## src/rtl/adc_cap_pkg.sv

```systemverilog
package adc_cap_pkg;

    localparam int RES_W     = 12;
    localparam int CH_W      = 3;
    localparam int CMD_BITS  = 2 + CH_W;
    localparam int K_NULL    = CMD_BITS + 2;
    localparam int K_FIRST   = K_NULL + 1;
    localparam int K_LAST    = K_FIRST + RES_W - 1;
    localparam int K_MIR_END = K_LAST + RES_W - 1;
    localparam int K_W       = $clog2(K_MIR_END + 1);

    typedef enum logic [1:0] {
        ST_IDLE  = 2'd0,
        ST_SHIFT = 2'd1,
        ST_RECOV = 2'd2
    } ctrl_state_e;

endpackage

```

## src/rtl/adc_sclk_div.sv

```systemverilog
module adc_sclk_div #(
    parameter int HALF_DIV = 4
) (
    input  logic clk,
    input  logic rst_n,
    input  logic run_i,
    output logic tick_o
);
    localparam int CW = $clog2(HALF_DIV + 1);
    localparam logic [CW-1:0] CNT_LAST = CW'(HALF_DIV - 1);

    logic [CW-1:0] cnt_d, cnt_q;

    always_comb begin
        tick_o = run_i && (cnt_q == CNT_LAST);
        if (!run_i || tick_o) cnt_d = '0;
        else                  cnt_d = cnt_q + 1'b1;
    end

    always_ff @(posedge clk or negedge rst_n) begin
        if (!rst_n) cnt_q <= '0;
        else        cnt_q <= cnt_d;
    end

    AST_CNT_IN_RANGE: assert property (@(posedge clk) disable iff (!rst_n)
        cnt_q <= CNT_LAST) else $error("divider count out of range");

endmodule

```

## src/rtl/adc_mirror_cmp.sv

```systemverilog
module adc_mirror_cmp #(
    parameter int RES_W = 12
) (
    input  logic [RES_W-1:0] word_i,
    input  logic [RES_W-2:0] mirror_i,
    output logic             mismatch_o
);
    logic [RES_W-2:0] diff;

    for (genvar b = 0; b < RES_W - 1; b++) begin : g_bit
        assign diff[b] = word_i[b+1] ^ mirror_i[b];
    end

    assign mismatch_o = |diff;

endmodule

```

## src/rtl/adc_capture_ctrl.sv

```systemverilog
module adc_capture_ctrl
    import adc_cap_pkg::*;
#(
    parameter int HALF_DIV = 4,
    parameter int CS_HIGH  = 8
) (
    input  logic                clk,
    input  logic                rst_n,
    input  logic                start_i,
    input  logic [CH_W-1:0]     chan_i,
    input  logic                single_i,
    input  logic                mirror_i,
    input  logic                miso_i,
    output logic                cs_n_o,
    output logic                sclk_o,
    output logic                mosi_o,
    output logic                busy_o,
    output logic                valid_o,
    output logic [RES_W-1:0]    data_o,
    output logic [CH_W-1:0]     chan_o,
    output logic                single_o,
    output logic                err_o
);
    localparam int HC_W = $clog2(CS_HIGH + 1);
    localparam logic [HC_W-1:0] HC_LAST = HC_W'(CS_HIGH - 1);
    localparam logic [K_W-1:0]  KN_NULL  = K_W'(K_NULL);
    localparam logic [K_W-1:0]  KN_FIRST = K_W'(K_FIRST);
    localparam logic [K_W-1:0]  KN_LAST  = K_W'(K_LAST);
    localparam logic [K_W-1:0]  KN_MEND  = K_W'(K_MIR_END);

    typedef struct packed {
        ctrl_state_e          st;
        logic                 cs_n;
        logic                 sclk;
        logic                 mosi;
        logic [K_W-1:0]       k;
        logic [CMD_BITS-2:0]  cmd_sh;
        logic [CH_W-1:0]      tag_ch;
        logic                 tag_single;
        logic                 mir_en;
        logic [RES_W-1:0]     word;
        logic [RES_W-2:0]     mir;
        logic                 null_bad;
        logic [HC_W-1:0]      hcnt;
        logic                 valid;
        logic [RES_W-1:0]     data;
        logic [CH_W-1:0]      chan;
        logic                 single;
        logic                 err;
    } ctrl_regs_t;

    ctrl_regs_t r_d, r_q;
    logic       tick;
    logic       mismatch;
    logic [K_W-1:0] k_next;
    logic [K_W-1:0] k_end;

    adc_sclk_div #(.HALF_DIV(HALF_DIV)) div_i (
        .clk    (clk),
        .rst_n  (rst_n),
        .run_i  (r_q.st == ST_SHIFT),
        .tick_o (tick)
    );

    adc_mirror_cmp #(.RES_W(RES_W)) cmp_i (
        .word_i     (r_q.word),
        .mirror_i   (r_q.mir),
        .mismatch_o (mismatch)
    );

    always_comb begin
        r_d     = r_q;
        r_d.valid = 1'b0;
        k_next  = r_q.k + 1'b1;
        k_end   = r_q.mir_en ? KN_MEND : KN_LAST;
        unique case (r_q.st)
            ST_IDLE: begin
                if (start_i) begin
                    r_d.st         = ST_SHIFT;
                    r_d.cs_n       = 1'b0;
                    r_d.sclk       = 1'b0;
                    r_d.mosi       = 1'b1;
                    r_d.cmd_sh     = {single_i, chan_i};
                    r_d.tag_ch     = chan_i;
                    r_d.tag_single = single_i;
                    r_d.mir_en     = mirror_i;
                    r_d.k          = '0;
                    r_d.word       = '0;
                    r_d.mir        = '0;
                    r_d.null_bad   = 1'b0;
                end
            end
            ST_SHIFT: begin
                if (tick && !r_q.sclk) begin
                    r_d.sclk = 1'b1;
                    r_d.k    = k_next;
                    if (k_next == KN_NULL) begin
                        r_d.null_bad = miso_i;
                    end else if (k_next >= KN_FIRST && k_next <= KN_LAST) begin
                        r_d.word = {r_q.word[RES_W-2:0], miso_i};
                    end else if (k_next > KN_LAST && k_next <= KN_MEND) begin
                        r_d.mir = {miso_i, r_q.mir[RES_W-2:1]};
                    end
                end else if (tick && r_q.sclk) begin
                    r_d.sclk   = 1'b0;
                    r_d.mosi   = r_q.cmd_sh[CMD_BITS-2];
                    r_d.cmd_sh = {r_q.cmd_sh[CMD_BITS-3:0], 1'b0};
                    if (r_q.k == k_end) begin
                        r_d.st     = ST_RECOV;
                        r_d.cs_n   = 1'b1;
                        r_d.mosi   = 1'b0;
                        r_d.hcnt   = '0;
                        r_d.valid  = 1'b1;
                        r_d.data   = r_q.word;
                        r_d.chan   = r_q.tag_ch;
                        r_d.single = r_q.tag_single;
                        r_d.err    = r_q.null_bad | (r_q.mir_en & mismatch);
                    end
                end
            end
            ST_RECOV: begin
                if (r_q.hcnt == HC_LAST) r_d.st = ST_IDLE;
                else                     r_d.hcnt = r_q.hcnt + 1'b1;
            end
            default: r_d.st = ST_IDLE;
        endcase
    end

    always_ff @(posedge clk or negedge rst_n) begin
        if (!rst_n) begin
            r_q      <= '0;
            r_q.st   <= ST_IDLE;
            r_q.cs_n <= 1'b1;
        end else begin
            r_q <= r_d;
        end
    end

    assign cs_n_o   = r_q.cs_n;
    assign sclk_o   = r_q.sclk;
    assign mosi_o   = r_q.mosi;
    assign busy_o   = (r_q.st != ST_IDLE);
    assign valid_o  = r_q.valid;
    assign data_o   = r_q.data;
    assign chan_o   = r_q.chan;
    assign single_o = r_q.single;
    assign err_o    = r_q.err;

    AST_SCLK_IDLE_LOW: assert property (@(posedge clk) disable iff (!rst_n)
        cs_n_o |-> !sclk_o) else $error("sclk high with chip select high");

    AST_MOSI_ON_FALL: assert property (@(posedge clk) disable iff (!rst_n)
        !$stable(mosi_o) |-> ($fell(sclk_o) || $fell(cs_n_o) || $rose(cs_n_o)))
        else $error("mosi moved outside a falling edge");

    AST_VALID_ONE_CYCLE: assert property (@(posedge clk) disable iff (!rst_n)
        valid_o |=> !valid_o) else $error("valid longer than one cycle");

    AST_VALID_AT_CS_RISE: assert property (@(posedge clk) disable iff (!rst_n)
        valid_o |-> $rose(cs_n_o)) else $error("valid without chip select rise");

    AST_CS_WITHIN_BUSY: assert property (@(posedge clk) disable iff (!rst_n)
        !cs_n_o |-> busy_o) else $error("chip select low while idle");

    AST_RECOV_NO_CS: assert property (@(posedge clk) disable iff (!rst_n)
        (r_q.st == ST_RECOV) |-> (cs_n_o && !sclk_o)) else $error("recovery with link active");

    AST_CLOCK_COUNT: assert property (@(posedge clk) disable iff (!rst_n)
        r_q.k <= KN_MEND) else $error("too many serial clocks");

endmodule

```

## config.mk

```make
export PLATFORM = sky130hd
export DESIGN_NAME = adc_capture_ctrl
export DESIGN_NICKNAME = d
export VERILOG_FILES = /design/src/rtl/adc_cap_pkg.sv /design/src/rtl/adc_sclk_div.sv /design/src/rtl/adc_mirror_cmp.sv /design/src/rtl/adc_capture_ctrl.sv
export SDC_FILE = /design/constraint.sdc
export NUM_CORES = 1
export LEC_CHECK = 0
export ABC_AREA = 1
export BUFFER_PORTS_ARGS = -buffer_cell sky130_fd_sc_hd__buf_4
export CAP_MARGIN = 20
export CORE_ASPECT_RATIO = 2
export CORE_UTILIZATION = 59
export CTS_CLUSTER_SIZE = 25
export DETAILED_ROUTE_END_ITERATION = 7
export PLACE_DENSITY = 0.89
export SLEW_MARGIN = 10
export SYNTH_ARGS = -nofsm -noshare
export SYNTH_HDL_FRONTEND = slang
export SYNTH_SLANG_ARGS = --single-unit
```

## constraint.sdc

```tcl
create_clock -name clk -period 1.85 [get_ports clk]
set_input_delay 0.2775 -clock clk [delete_from_list [all_inputs] [get_ports clk]]
set_output_delay 0.2775 -clock clk [all_outputs]
set_load 0.02 [all_outputs]
```

### Word-level counts from Yosys, hierarchy flattened

Cells that the tools add are included.
W data, S select, Z words.

* bits in registers: 68
* input bits: 9
* word-level logic and storage cells: 111

* equal/unequal tests: 19
* $add $sub $neg: 3
* bitwise operators: 14
* reductions and logical operators: 24
* order comparisons: 4
* multiplexer cells: 28

Operator list (count)
* $mux W22: 3
* $pmux W24 S2: 1
* $mux W43: 1
* $mux W24: 1
* $ne A2 B2 Y1 const B: 12
* $pmux W12 S2: 1
* $mux W23: 1
* $mux W11: 2
* $reduce_and A5 Y1: 4
* $mux W18: 1
* $mux W4: 4
* $mux W12: 1
* $reduce_and A4 Y1: 3
* $reduce_or A11 Y1: 1
* $xor A1 B1 Y1: 11
* $le A5 B5 Y1 const B: 2
* $mux W5: 2
* $mux W3: 3
* $pmux W4 S2: 1
* $pmux W2 S3: 1
* $reduce_and A3 Y1: 2
* $reduce_and A6 Y1: 1
* $reduce_bool A2 Y1: 3
* $add A5 B1 Y5 const B: 1
* 21 further kinds: 29

### Depth between registers and ports, before layout

Gate-level depths: netlist (run 1).

* depth after elaboration: 8
* depth in mapped cells: 13
* depth with buffers taken out: 11

### Hierarchy

From an unflattened synthesis (run 1), not the netlist that was laid out.

* cell total of the unflattened synthesis: 426
* area, all modules: 3487.1 sq um

Modules (own cells, without submodules)
* adc_capture_ctrl: times used 1, cells each 364, area each 3149.3 sq um, sequential area each 1627.8 sq um
* adc_mirror_cmp: times used 1, cells each 48, area each 201.4 sq um, sequential area each 0.0 sq um
* adc_sclk_div: times used 1, cells each 14, area each 136.4 sq um, sequential area each 75.1 sq um

### Worst setup path before layout (run 1)

OpenSTA, ideal clock, no wires.

* path type: reg2reg
* start: register r_q[55] (netlist name)
* end: register r_q[23] (netlist name)
* period minus slack after synthesis: 1.697 ns
* slack: 0.153 ns
* data arrival time: 1.580 ns
* data required time: 1.733 ns
* cell stages (with the launch flop): 13
* library setup time: 0.117 ns
* cells stage by stage: dfrtp_1 > buf_2 > inv_2 > ha_1 > nor2_1 > inv_1 > nor2_1 > nand2_1 > nor2_1 > nor2_4 > buf_4 > nand4_1 > nand2_1

* word-level cells in the longest chain between the ends: 5
* elaborated cells between the ends (all ways): 12
* those cells by class: add/sub (1); order compare (4); eq/ne (4); reduce/logical (3)

Ends and longest elaborated chain
* start, declared: RTL line adc_capture_ctrl.sv:52 `ctrl_regs_t r_d, r_q;`
* start signal, assigned: RTL line adc_capture_ctrl.sv:135 `r_q <= r_d;`
* $add A5 B1 Y5 *: RTL line adc_capture_ctrl.sv:74 `k_next = r_q.k + 1'b1;`
* $gt A5 B5 Y1 (tied with other cells): RTL line adc_capture_ctrl.sv:101 `end else if (k_next > KN_LAST && k_next <= KN_MEND) begin`
* $logic_and A1 B1 Y1 (on tied branches): RTL line adc_capture_ctrl.sv:101, adc_capture_ctrl.sv:99
* $ne A2 B2 Y1 (no source line)
* $reduce_and A6 Y1 (no source line) *

Mark *: on every way between the ends. The rest lies on a longest branch, timed or not.
A chain may end at the register's enable or synchronous reset.

### Worst setup path in the final report (run 1)

* start: register r_q[55] (netlist name)
* end: register r_q[31] (netlist name)

Same word-level chain as after synthesis.

==> run summary, run 1 <==
RUN STATUS
------------------------------------------------------------------------------------------
Run status .................................................................. complete, no violations

FINAL LAYOUT
------------------------------------------------------------------------------------------
Core Util, Final ............................................................       0.7151
Fraction of layout cells with a size suffix above 1 .........................       0.1845
Diode insertion count for antenna repair ....................................            0
Area added between synthesis and finish .....................................       17.00%
Number of nets in the layout ................................................          475
Area of all placed cells without fillers ....................................     4083 um2
Layout fillers ..............................................................          386
Post-layout instance count excluding filler cells ...........................          527

FLOORPLAN
------------------------------------------------------------------------------------------
Total number of placement rows ..............................................           39
Number of top-level pins ....................................................           31
Die Width ...................................................................     56.38 um
Effective utilization at floorplan ..........................................       0.6112
Vertical die dimension ......................................................     110.8 um
Area enclosed by the die boundary ...........................................     6245 um2
Core outline area ...........................................................     5709 um2

GLOBAL ROUTE
------------------------------------------------------------------------------------------
Aggregate global-route resource usage .......................................       0.2738
Global-route wire length before repair ......................................    12,970 um
Overflow after GRT ..........................................................            0
Vias in the first global route ..............................................        2,932
Initial antenna violation count .............................................            0
Pin count of the biggest net entering global routing ........................           36

LOGIC SYNTHESIS
------------------------------------------------------------------------------------------
Proportion of register bits with asynchronous set or reset after synthesis ..        1.000
Multiplexer share of the synthesized area ...................................            0
Prevailing post-synth register cell ......................................... sky130_fd_sc_hd__dfrtp_1
Summed instance area of the synthesized netlist .............................     3490 um2
Leading post-synthesis cells by instance count .............................. sky130_fd_sc_hd__nand2_1, sky130_fd_sc_hd__dfrtp_1, sky130_fd_sc_hd__nor2_1
Count of unique library cells instantiated by Yosys .........................           28
Post-synthesis sequential area ratio ........................................       0.4880
Largest cells by area after synthesis ....................................... sky130_fd_sc_hd__dfrtp_1, sky130_fd_sc_hd__nand2_1, sky130_fd_sc_hd__nor2_1
Main combinational cell family by area after synthesis ...................... simple AND/OR/NAND/NOR gates
Total number of yosys warnings ..............................................            0
Post-synthesis share of cell area spent on xor and xnor gates ...............      0.02761
Share of synthesized cell area in full adder, half adder and majority cells .      0.01793
Proportion of netlist area held by the largest area contributor .............       0.4805
Synthesized instance count ..................................................          436
Simple-gate portion of the synthesized area .................................       0.2911
Count of flip-flops with a built-in enable after synthesis ..................            0
Largest area contributor in the synthesized netlist ......................... sky130_fd_sc_hd__dfrtp_1
Post-synthesis register bit count ...........................................           68
Syn_nets ....................................................................          450
Complex-gate fraction of the synthesized area ...............................      0.05307
Mean instance size in the synthesized netlist ...............................    8.004 um2
Count leader, synth ......................................................... sky130_fd_sc_hd__nand2_1

PWR
------------------------------------------------------------------------------------------
Max IR drop VDD .............................................................     1.610 mV
Power density over the cells ................................................  1642 nW/um2
LEAKAGE .....................................................................  0.002149 uW
Sum of internal, switching and leakage power ................................      6702 uW

MIN PATH
------------------------------------------------------------------------------------------
Hold path cells .............................................................            3
Worst min-delay path class .................................................. input port to register

WORST SETUP PATH
------------------------------------------------------------------------------------------
Critical path required time .................................................      2070 ps
R2R depth ...................................................................           11
CP Data Arrival Time ........................................................      1990 ps
Worst setup path class ...................................................... register to register
Max Fanout on Critical Path .................................................           11
Startpoint type of the worst setup path .....................................     register
Setup crit end kind .........................................................     register

CTS
------------------------------------------------------------------------------------------
Clk sinks ...................................................................           68
Clock latency on the worst-skew pair ........................................       330 ps
Inserted Clock Buffers ......................................................            9
CTS max path bufs ...........................................................            2
CTS tree ....................................................................          yes
Depth of the CTS H-tree .....................................................            3
Clock tree root driver cell ................................................. sky130_fd_sc_hd__clkbuf_16
Clock slew at reported path FFs .............................................        50 ps

DRT
------------------------------------------------------------------------------------------
Final Routed Wirelength .....................................................      7867 um
Final antenna-violating net count ...........................................            0
Length of the first detailed-routing pass in iterations .....................            4
Via count ...................................................................        2,896
Average detailed-routed wire length per instance ............................     14.93 um
DRC violations left .........................................................            0
Drt first-iter violations ...................................................           92
Post-DR vias/cell ...........................................................        5.495

STA
------------------------------------------------------------------------------------------
Post-layout minimum cycle time ..............................................      1776 ps
Slew headroom ...............................................................       0.6849
Final Slew Violations .......................................................            0
Part of the cycle the worst path needs ......................................       0.9601
Worst-Margin Slew ...........................................................     472.7 ps
Number of failing hold endpoints at the final stage .........................            0
Maximum clock rate ..........................................................    563.0 MHz
Clock skew after layout .....................................................     6.846 ps
Final setup violation count .................................................            0
Setup repair after global routing missed its margin .........................          yes

PLACED DESIGN
------------------------------------------------------------------------------------------
Placed cell areas ...........................................................     3682 um2
DP Wirelength ...............................................................      5445 um
Port-buffer cells ...........................................................           30
Number of placed instances, taps included ...................................          508
Placer Congestion ...........................................................       0.8535

JOB
------------------------------------------------------------------------------------------
Maximum capacitance violations ..............................................            0

==> final timing paths <==
check	start	end	slack, ps
worst max-delay path	r_q[55]	r_q[31]	70
worst min-delay path	mirror_i	r_q[46]	160
worst max register to register	r_q[55]	r_q[31]	70
worst min register to register	div_i.cnt_q[0]	div_i.cnt_q[0]	450
max in group asynchronous	rst_n	chan_o[2]	870
min in group asynchronous	rst_n	r_q[24]	440
==> metrics by stage <==
step                      worst slack [ps]  hold slack [ps]  setup TNS (ps)
final                                73.79            162.6               0
after global routing                -71.84            193.8          -626.5
after CTS                            8.760            160.9               0
after detailed placement             18.08            263.1               0
after global placement               110.2            259.0               0
after floorplan                      153.1           -18.09               0
==> registers in the layout, indices dropped and copies added (netlist names) <==
| signal | flops |
|---|---|
| chan_o | 3 |
| cs_n_o | 1 |
| data_o | 12 |
| r_q | 44 |
| single_o | 1 |
| mosi_o | 1 |
| div_i.cnt_q | 3 |
| err_o | 1 |
| valid_o | 1 |
| sclk_o | 1 |
==> routing by layer <==
layer / up-vias / global-route usage / wire length [um]
li1: 1408 / - / -
met1: 1348 / 0.2649 / 2662
met2: 101 / 0.4778 / 4341
met3: 39 / 0.06301 / 316
met4: 0 / 0.2179 / 547
met5: - / 0 / 0
==> cell usage in the layout (no fill, tap or decap), types with 2 or more instances in the layout <==
cell / count
sky130_fd_sc_hd__nand2_1: 114
sky130_fd_sc_hd__dfrtp_1: 66
sky130_fd_sc_hd__nor2_1: 53
sky130_fd_sc_hd__inv_1: 47
sky130_fd_sc_hd__buf_4: 40
sky130_fd_sc_hd__nand3_1: 29
sky130_fd_sc_hd__nand4_1: 17
sky130_fd_sc_hd__a21oi_1: 16
sky130_fd_sc_hd__o21ai_0: 11
sky130_fd_sc_hd__clkbuf_16: 9
sky130_fd_sc_hd__xnor2_1: 8
sky130_fd_sc_hd__inv_2: 6
sky130_fd_sc_hd__nor2_2: 6
sky130_fd_sc_hd__nor3_1: 4
sky130_fd_sc_hd__ha_1: 4
sky130_fd_sc_hd__nand2_2: 3
sky130_fd_sc_hd__nor2_4: 3
sky130_fd_sc_hd__o22ai_1: 3
sky130_fd_sc_hd__xor2_1: 3
sky130_fd_sc_hd__clkbuf_8: 3
sky130_fd_sc_hd__bufinv_16: 2
sky130_fd_sc_hd__buf_6: 2
sky130_fd_sc_hd__buf_12: 2
==> critical path: stages (launching register included) <==
cell and delay, ps:
sky130_fd_sc_hd__dfrtp_1 390, sky130_fd_sc_hd__inv_2 60, sky130_fd_sc_hd__ha_1 320, sky130_fd_sc_hd__nor2_2 130, sky130_fd_sc_hd__inv_1 60, sky130_fd_sc_hd__nor2_1 110
sky130_fd_sc_hd__nand2_1 90, sky130_fd_sc_hd__nor2_2 140, sky130_fd_sc_hd__nor2_4 60, sky130_fd_sc_hd__buf_6 140, sky130_fd_sc_hd__nand4_1 80, sky130_fd_sc_hd__nand2_1 70
==> final cells by class <==
type / count / area [um2] / share of cell area
clock buffers: 13 / 270.3 / 0.06620
clock inverters: 3 / 68.82 / 0.01686
inverters: 54 / 205.2 / 0.05026
multi-input cells: 283 / 1385 / 0.3393
flip-flops and latches: 68 / 1704 / 0.4174
well taps: 61 / 76.32 / 0.01869
repair buffers: 45 / 372.9 / 0.09133
==> cell families after synthesis <==
family                   count (synthesis)
XOR/XNOR                                11
AO/OA/AOI/OAI                           34
flip-flops                              68
adder cells (fa/ha/maj)                  5
buffers and inverters                   85
AND/OR/NAND/NOR                        233
==> what timing repair did <==
item                                    in CTS  in global routing
hold buffers                                 1                  0
gates resized for setup                      1                 10
endpoints found under the hold margin       32                  0
buffers inserted                             0                  2
endpoints found under the setup margin       1                 23
==> where the power goes <==
group,switching [uW],leakage [uW],total [uW],internal [uW]
Combinational,1560,0.00110,2520,957
Sequential,328,0.000887,2270,1950
Clock,616,0.000166,1910,1290
No activity file was read; power rests on OpenSTA's default activity.
==> run 2: changes to the inputs <==
--- a/config.mk
+++ b/config.mk
@@ -13,6 +13,7 @@
 export CTS_CLUSTER_SIZE = 25
 export DETAILED_ROUTE_END_ITERATION = 7
 export PLACE_DENSITY = 0.89
+export SETUP_SLACK_MARGIN = 0.2
 export SLEW_MARGIN = 10
 export SYNTH_ARGS = -nofsm -noshare
 export SYNTH_HDL_FRONTEND = slang
==> run 2 against run 1 <==
Compared with the run above: via count up 16%; non-clock buffer count up 13; worst setup slack worse by 76 ps; combinational power up 38%; routed wire length up 42%; worst hold slack better by 33 ps; clock skew about the same; cell area up 10%; critical path depth unchanged; first-iteration DRC count rose to 4.2 times the previous value; the flow now finishes with violations (setup timing); global-route usage up 1.4 points.
==> run summary, run 2 (synthesized netlist as in run 1, its figures left out) <==
FINAL LAYOUT
----------------------------------------------------------------------
Area added between synthesis and finish .................       28.76%   was 17.00%
Number of nets in the layout ............................          490   was 475
Most common cell after layout, fill and taps aside ...... sky130_fd_sc_hd__nand2_1   unchanged
Area of all placed cells without fillers ................     4493 um2   was 4083 um2
Diode insertion count for antenna repair ................            0   unchanged
Post-layout instance count excluding filler cells .......          542   was 527
Most frequent cells in the layout ....................... sky130_fd_sc_hd__nand2_1, sky130_fd_sc_hd__dfrtp_1, sky130_fd_sc_hd__nor2_1   unchanged
Fraction of layout cells with a size suffix above 1 .....       0.2911   was 0.1845
Layout fillers ..........................................          314   was 386
Register cell area after layout .........................     1707 um2   was 1704 um2
Register with the most flip-flops .......................          r_q   unchanged
Number of flip-flops under the largest register name ....           44   unchanged
Footprint of the multi-input gates ......................     1657 um2   was 1385 um2

PLACED DESIGN
----------------------------------------------------------------------
DP Wirelength ...........................................      5527 um   was 5445 um
Pre-CTS setup slack .....................................     51.75 ps   was 18.08 ps
Placer Congestion .......................................       0.9025   was 0.8535
Placed cell areas .......................................     3670 um2   was 3682 um2
Number of placed instances, taps included ...............          506   was 508
Port-buffer cells .......................................           30   unchanged

DRT
----------------------------------------------------------------------
Final Routed Wirelength .................................    11,210 um   was 7867 um
Average detailed-routed wire length per instance ........     20.68 um   was 14.93 um
Final antenna-violating net count .......................            0   unchanged
Post-DR vias/cell .......................................        6.218   was 5.495
DRC violations left .....................................            0   unchanged
Drt first-iter violations ...............................          386   was 92
Via count ...............................................        3,370   was 2,896
Length of the first detailed-routing pass in iterations .            5   was 4

STA
----------------------------------------------------------------------
Maximum clock rate ......................................    539.9 MHz   was 563.0 MHz
Clock skew after layout .................................     7.209 ps   was 6.846 ps
Part of the cycle the worst path needs ..................        1.001   was 0.9601
Final Slew Violations ...................................            0   unchanged
Post-layout minimum cycle time ..........................      1852 ps   was 1776 ps
Setup repair after global routing missed its margin .....          yes   unchanged
Slew headroom ...........................................       0.6544   was 0.6849
Number of failing hold endpoints at the final stage .....            0   unchanged
Worst hold margin .......................................     195.1 ps   was 162.6 ps
Worst-Margin Slew .......................................     516.4 ps   was 472.7 ps
Setup TNS ...............................................    -2.176 ps   was 0 ps
Least setup slack across all paths after layout .........    -2.176 ps   was 73.79 ps
Final setup violation count .............................            1   was 0

CTS
----------------------------------------------------------------------
Clock latency on the worst-skew pair ....................       340 ps   was 330 ps
Clk sinks ...............................................           68   unchanged
Clock tree root driver cell ............................. sky130_fd_sc_hd__clkbuf_16   unchanged
Depth of the CTS H-tree .................................            3   unchanged
Clock slew at reported path FFs .........................        60 ps   was 50 ps
CTS tree ................................................          yes   unchanged
CTS max path bufs .......................................            2   unchanged
Inserted Clock Buffers ..................................            9   unchanged

FLOORPLAN
----------------------------------------------------------------------
Die Width ...............................................     56.38 um   unchanged
Area enclosed by the die boundary .......................     6245 um2   unchanged
Effective utilization at floorplan ......................       0.6112   unchanged
Total number of placement rows ..........................           39   unchanged
Core outline area .......................................     5709 um2   unchanged
Vertical die dimension ..................................     110.8 um   unchanged
Number of top-level pins ................................           31   unchanged

WORST SETUP PATH
----------------------------------------------------------------------
Critical path required time .............................      2080 ps   was 2070 ps
Startpoint type of the worst setup path .................     register   unchanged
Worst setup path class .................................. register to register   unchanged
Setup crit end kind .....................................     register   unchanged
Max Fanout on Critical Path .............................            5   was 11
CP Data Arrival Time ....................................      2080 ps   was 1990 ps

RUN STATUS
----------------------------------------------------------------------
Run status .............................................. finished, violations left   was complete, no violations
Failing checks .......................................... setup timing

PWR
----------------------------------------------------------------------
Power density over the cells ............................  1716 nW/um2   was 1642 nW/um2
Max IR drop VDD .........................................     1.662 mV   was 1.610 mV
LEAKAGE .................................................  0.002263 uW   was 0.002149 uW

GLOBAL ROUTE
----------------------------------------------------------------------
Vias in the first global route ..........................        2,991   was 2,932
Aggregate global-route resource usage ...................       0.2880   was 0.2738
Pin count of the biggest net entering global routing ....           46   was 36
Initial antenna violation count .........................            0   unchanged
Global-route wire length before repair ..................    13,660 um   was 12,970 um
Overflow after GRT ......................................            0   unchanged

MIN PATH
----------------------------------------------------------------------
Worst min-delay path class .............................. input port to register   unchanged

JOB
----------------------------------------------------------------------
Maximum capacitance violations ..........................            0   unchanged

run 2: cell count changes in the layout (fill, tap and decap cells not counted), moves of 4 or more:
cell / previous run / this run
sky130_fd_sc_hd__nand2_2: 3 / 16
sky130_fd_sc_hd__ha_4: 0 / 4
sky130_fd_sc_hd__buf_4: 40 / 47
sky130_fd_sc_hd__nand3_1: 29 / 14
sky130_fd_sc_hd__nand2_4: 1 / 5
sky130_fd_sc_hd__nand3_2: 1 / 14
sky130_fd_sc_hd__nor2_2: 6 / 1
sky130_fd_sc_hd__nand2_1: 114 / 97
sky130_fd_sc_hd__nor2_4: 3 / 8
run 2: worst max-delay path, cell delays in order, from the launching register on:
cell and delay (ps):
sky130_fd_sc_hd__dfrtp_2 440, sky130_fd_sc_hd__inv_2 90, sky130_fd_sc_hd__ha_4 220, sky130_fd_sc_hd__nor2_4 80
sky130_fd_sc_hd__inv_1 50, sky130_fd_sc_hd__nor2_1 90, sky130_fd_sc_hd__nand2_1 100, sky130_fd_sc_hd__nor2_2 210
sky130_fd_sc_hd__nor2_4 100, sky130_fd_sc_hd__buf_4 170, sky130_fd_sc_hd__nand4_1 110, sky130_fd_sc_hd__nand2_1 80
run 2: report_power, final:
| part | internal [uW] | total (uW) | leakage, uW | switching [uW] |
|---|---|---|---|---|
| Sequential | 1950 | 2360 | 0.000884 | 412 |
| Combinational | 1330 | 3490 | 0.00123 | 2160 |
| Clock | 1210 | 1860 | 0.000153 | 646 |
run 2: layer usage:
metal / vias to the layer above / routed length (um) / GRT usage
li1: 1441 / - / -
met1: 1598 / 3523 / 0.2992
met2: 250 / 6023 / 0.4881
met3: 81 / 858 / 0.06418
met4: 0 / 803 / 0.2195
met5: - / 0 / 0
run 2: worst paths after layout:
kind	from	to	slack (ps)	cells past startpoint
min in group asynchronous	rst_n	r_q[27]	370	2
worst min register to register	r_q[22]	r_q[22]	490	2
max in group asynchronous	rst_n	cs_n_o	860	3
worst max register to register	r_q[55]	r_q[33]	-2	11
worst max-delay path	r_q[55]	r_q[33]	-2	11
worst min-delay path	chan_i[2]	r_q[50]	200	3
run 2: layout make-up:
type                    instances  share of cell area
flip-flops and latches         68              0.3798
multi-input cells             285              0.3687
repair buffers                 58              0.1167
clock buffers                  12             0.05486
inverters                      54             0.04678
well taps                      61             0.01699
clock inverters                 4             0.01615
run 2: repair_timing:
action | CTS | global route
pin swaps | 3 | 30
hold buffers | 1 | 0
endpoints found under the setup margin | 29 | 54
hold endpoints to repair | 23 | 0
setup buffers | 3 | 11
gates resized for setup | 14 | 61
gates cloned | 0 | 5
run 2: metrics by stage:
step                  util  total power (uW)
floorplan                -              4085
global placement    0.6428              4532
detailed placement  0.6428              4626
CTS                 0.7147              6707
global route        0.7870              8012
finish              0.7870              7708
